$ cat src/rtl/status_reg.sv
module status_reg #(
  parameter int IRQ_N = 4
) (
  input  logic             clk,
  input  logic             rst_n,
  input  logic             io_we,
  input  logic [7:0]       io_wdata,
  input  logic [4:0]       flag_mask,
  input  logic [4:0]       flag_in,
  input  logic             bst_en,
  input  logic [2:0]       bit_sel,
  input  logic [7:0]       operand,
  output logic [7:0]       bld_result,
  input  logic [IRQ_N-1:0] irq_req,
  input  logic [IRQ_N-1:0] irq_en,
  input  logic             irq_take,
  input  logic             reti,
  output logic             irq_pending,
  output logic [7:0]       sreg_q
);
  localparam int HB = 4, VB = 3, NB = 2, ZB = 1, CB = 0;

  logic       gie_q, cpy_q;
  logic [4:0] fl_q;

  always_ff @(posedge clk) begin
    if (!rst_n) begin
      gie_q <= 1'b0;
      cpy_q <= 1'b0;
      fl_q  <= '0;
    end else begin
      if (irq_take)   gie_q <= 1'b0;
      else if (io_we) gie_q <= io_wdata[7];
      else if (reti)  gie_q <= 1'b1;

      if (io_we)       cpy_q <= io_wdata[6];
      else if (bst_en) cpy_q <= operand[bit_sel];

      if (io_we) fl_q <= {io_wdata[5], io_wdata[3:0]};
      else       fl_q <= (fl_q & ~flag_mask) | (flag_in & flag_mask);
    end
  end

  assign sreg_q = {gie_q, cpy_q, fl_q[HB], fl_q[NB] ^ fl_q[VB],
                   fl_q[VB], fl_q[NB], fl_q[ZB], fl_q[CB]};

  assign irq_pending = gie_q & |(irq_req & irq_en);

  always_comb begin
    bld_result = operand;
    bld_result[bit_sel] = cpy_q;
  end

  // a taken interrupt drops the global enable
  a_r7_take_clears: assert property (@(posedge clk) disable iff (!rst_n)
    irq_take |=> !sreg_q[7]);
  // return re-arms when nothing overrides it
  a_r8_reti_sets: assert property (@(posedge clk) disable iff (!rst_n)
    (reti && !irq_take && !io_we) |=> sreg_q[7]);
  // an I/O write lands in the copy bit and the upper flags
  a_r2_io_load: assert property (@(posedge clk) disable iff (!rst_n)
    io_we |=> sreg_q[6:5] == $past(io_wdata[6:5]));
  // an unmasked carry flag holds
  a_r4_carry_hold: assert property (@(posedge clk) disable iff (!rst_n)
    (!io_we && !flag_mask[0]) |=> $stable(sreg_q[0]));
  // bit-store copies the selected operand bit
  a_r9_bst: assert property (@(posedge clk) disable iff (!rst_n)
    (bst_en && !io_we) |=> sreg_q[6] == $past(operand[bit_sel]));
  // no request passes with the global enable low
  a_r6_gated: assert property (@(posedge clk) disable iff (!rst_n)
    !sreg_q[7] |-> !irq_pending);
  // take and return leave the flags alone
  a_r11_flags_kept: assert property (@(posedge clk) disable iff (!rst_n)
    ((irq_take || reti) && !io_we && flag_mask == 5'd0) |=> $stable(sreg_q[5:0]));
endmodule

$ cat config.mk
export PLATFORM = sky130hd
export DESIGN_NAME = status_reg
export DESIGN_NICKNAME = d
export VERILOG_FILES = /design/src/rtl/status_reg.sv
export SDC_FILE = /design/constraint.sdc
export NUM_CORES = 1
export LEC_CHECK = 0
export CAP_MARGIN = 20
export CORE_MARGIN = 2
export CORE_UTILIZATION = 40
export DETAILED_ROUTE_END_ITERATION = 10
export DONT_BUFFER_PORTS = 1
export GPL_TIMING_DRIVEN = 0
export PLACE_DENSITY = 0.65
export SKIP_CTS_REPAIR_TIMING = 1
export SYNTH_ARGS = -nofsm -noshare
export SYNTH_HDL_FRONTEND = slang
export SYNTH_SLANG_ARGS = --single-unit
export TNS_END_PERCENT = 10
$ cat constraint.sdc
create_clock -name clk -period 1.8 [get_ports clk]
set_clock_uncertainty 0.15 [all_clocks]
set_input_delay 0.09 -clock clk [delete_from_list [all_inputs] [get_ports clk]]
set_output_delay 0.09 -clock clk [all_outputs]
set_load 0.05 [all_outputs]
==> flow_results.org <==
** Status
- The run finished, with violations left.
- The final reports fail on hold timing.

** Clocking
- The longest clock path from root to sink contains 2 buffers.
- After clock tree synthesis, the clock-pin slew on the worst setup and hold paths is 50 ps.
- Maximum level of the CTS H-tree :: 1
- Clock tree from TritonCTS :: done
- Later-pin clock latency in the skew report :: 260 ps
- The tree is rooted in a sky130_fd_sc_hd__clkbuf_4.
- Clock buffers created by TritonCTS :: 3
- Number of sinks driven by the clock tree :: 7

** Placed design
- Final weighted congestion in routability-driven placement :: slightly above 0.7
- Worst slack at placement :: 62.8 ps
- Detailed placement finished with a half-perimeter wire length of 1.07 mm.
- After detailed placement, the total cell area comes to 613 µm².
- Port Buffer Count :: 0

** Power and ir drop
- IR analysis of the VDD net gives a maximum drop of 386 µV.
- The analysis attributes to net switching a power of 213 µW.
- For this design the static power due to leakage is between 0.3 and 0.4 nW.
- P_int :: around 320 µW
- Sequential cells account for 37.6% of the total power.
- Combinational share of power :: 35.2%
- Proportion of total power due to net switching :: 39.7%
- The clock network is responsible for 27.2% of the overall power.
- Power density normalized to cell area :: 666 nW/µm²

** Setup path
- The critical path contains buffers and inverters numbering 0 combined.
- Walking the worst path, the cells encountered are xor2_2.
- Signal arrival time at the worst endpoint :: 1520 ps
- Family with the most delay on the worst path :: flip-flops
- Worst path max stage delay :: 710 ps
- STA puts the critical path data required time at 1560 ps.
- Kind of start point of the critical path :: flip-flop
- Critical path endpoint category :: output port
- Cell type of the slowest stage on the worst timing path :: sky130_fd_sc_hd__dfxtp_1
- In this run the number of cells on the critical path is 1.
- FF-to-FF path depth :: 4
- Along the worst path, the maximum fanout reaches 3.
- The setup path with the least slack is of type flip-flop to output port.

** Route
- In the routed layout, each cell is associated on average with a via count of 5.52.
- After detailed routing, the average wire length per cell comes to 14.8 µm.
- The routed design has 1.55 mm of wire.
- For this block, the initial DRC count from the detailed router was 2.
- The routed layout has 580 vias.
- The first TritonRoute pass finished after 4 iterations.
- Remaining routing DRC violations :: 0
- Once detail routing completed, the nets flagged for antenna violations numbered 0.

** Timing
- Setup WS post-layout :: between 30 and 40 ps
- The worst path uses 97.9% of the clock period.
- After layout, the minimum clock period comes to 1760 ps.
- Maximum achievable frequency :: about 0.57 GHz
- Total of endpoints with negative setup slack in the final report :: 0
- Number of endpoints with negative hold slack in the final report :: 4
- Final slew viol count :: 0
- Setup repair after global routing left no endpoint under its margin.
- Worst-case hold slack :: -41.0 ps
- Slew at the pin with the worst max-slew slack :: 1010 ps
- Relative slew margins :: 32.6%

** Finish
- The post-route netlist has 23.3% of its cells at a drive strength greater than 1.
- In the layout the commonest cells are sky130_fd_sc_hd__dlygate4sd3_1 (16), sky130_fd_sc_hd__nor2_1 (14), sky130_fd_sc_hd__a21oi_1 (7), sky130_fd_sc_hd__dfxtp_1 (7).
- Layout Utilization :: 59.8%
- Seq. cell area :: between 100 and 150 µm²
- In the final layout, the multi-input gates occupy 430 µm².
- Non-Filler Cell Area, Final :: 807 µm²
- Synthesis-to-finish area growth :: 35.8%
- Number of filler instances in the final layout :: 122
- 0 antenna diodes ended up in the layout.
- Most common cell after layout, fill and taps aside :: sky130_fd_sc_hd__dlygate4sd3_1
- Count of nets after finishing :: 134

** Synth
- The cell area that synthesis handed to floorplanning was 594 µm².
- Of all flip-flops after synthesis, the portion carrying an async set or reset was 0%.
- Sequential-to-total area share from yosys stat :: 23.6%
- The number of nets handed over by synthesis was 113.
- The number of different library cells used by synthesis comes to 22.
- In this run the mean area of a mapped cell was between 8 and 9 µm².
- Yosys warning total :: 0
- Number of register bits inferred by synthesis :: 7
- Count of flip-flops with a built-in enable after synthesis :: 0
- Synthesis produced 70 cells.
- In the synthesized netlist the dominant register cell turns out to be sky130_fd_sc_hd__dfxtp_1.

** Die
- The total area inside the core boundary comes to 1350 µm².
- Die area :: roughly 1800 µm²
- In this run the vertical extent of the chip is 42.5 µm.
- Measured along the x axis, the die boundary spans 42.5 µm.
- Pin placement for this block handled 60 I/O pins.
- Once the floorplan was initialized, standard cells occupied between 40% and 50% of the core.
- The floorplan has 13 rows.

** Global route
- Number of antenna violations at the first check in global routing :: 0
- Maximum number of pins on one net before global-route repair :: 11
- Global routing finished with a remaining overflow of 0.
- Total routing resource utilization after global routing :: 15.3%
- The number of global-route vias before repair is 471.
- The first global-routing pass estimated 2.06 mm of wire.

** Run
- Across the run, the number of max-cap violations was 0.

** Hold path
- The min-delay analysis places its worst path in the category input port to flip-flop.
- Along the worst hold path, the cell count comes to 4.
==> stage by stage <==
stage | power (mW) | setup TNS (ps) | cells
2_1_floorplan | 0.351 | 0 | 70
3_3_place_gp | 0.361 | 0 | 85
3_5_place_dp | 0.363 | 0 | 85
4_1_cts | 0.512 | -215 | 89
5_1_grt | 0.571 | 0 | 105
6_report | 0.537 | 0 | 105
==> cell usage after synthesis (2+ instances only) <==
master | n | area share, %
sky130_fd_sc_hd__a22oi_1 | 2 | 2.5
sky130_fd_sc_hd__dfxtp_1 | 7 | 24
sky130_fd_sc_hd__mux2_2 | 6 | 11
sky130_fd_sc_hd__nor3_1 | 2 | 1.7
sky130_fd_sc_hd__nor2b_1 | 2 | 2.1
sky130_fd_sc_hd__buf_4 | 3 | 3.8
sky130_fd_sc_hd__nand2_1 | 5 | 3.2
sky130_fd_sc_hd__nor2_1 | 14 | 8.8
sky130_fd_sc_hd__nor3b_2 | 2 | 4.2
sky130_fd_sc_hd__mux2_1 | 3 | 5.7
sky130_fd_sc_hd__a21oi_1 | 7 | 5.9
sky130_fd_sc_hd__a32o_2 | 2 | 3.8
sky130_fd_sc_hd__mux2i_1 | 6 | 10
==> cells by family after synthesis <==
| family | count (synthesis) | share of synthesized area (%) |
|---|---|---|
| and+or+nand+nor | 28 | 23.8 |
| muxes | 15 | 27.2 |
| AOI/OAI and AO/OA | 14 | 18.7 |
| DFF | 7 | 23.6 |
| buffers and inverters | 5 | 5.26 |
| xor gates and xnor gates | 1 | 1.47 |
==> worst paths after layout <==
check | from | end | slack (ps)
worst max-delay path | flip-flop | sreg_q[4] | 40
worst max register to register | cpy_q$_SDFFE_PN0P_ | cpy_q$_SDFFE_PN0P_ | 160
worst min-delay path | flag_in[1] | flip-flop | -40
worst min register to register | flip-flop | flip-flop | 780
==> per-layer routing <==
layer / GRT usage [%] / share of wire (%) / vias to the layer above
li1: - / - / 291
met1: 16.7 / 36 / 252
met2: 24.9 / 54 / 35
met3: 9.48 / 9.0 / 2
met4: 3.75 / 0.90 / 0
met5: 0 / 0 / -
==> power groups by stage <==
| stage | clock, mW | sequential, mW | combinational [mW] |
|---|---|---|---|
| 2_1_floorplan | 0 | 0.201 | 0.149 |
| 3_3_place_gp | 0 | 0.204 | 0.157 |
| 3_5_place_dp | 0 | 0.204 | 0.159 |
| 4_1_cts | 0.152 | 0.201 | 0.159 |
| 5_1_grt | 0.165 | 0.204 | 0.202 |
| 6_report | 0.146 | 0.202 | 0.189 |
==> cell type report <==
cell class | count | share of cell area, %
Buffer | 4 | 3.41
Clock buffer | 4 | 3.26
Inverter | 1 | 0.465
Multi-Input combinational cell | 58 | 53.3
Sequential cell | 7 | 17.4
Tap cell | 15 | 2.33
Timing Repair Buffer | 16 | 19.8
No activity file was read; power rests on OpenSTA's default activity.
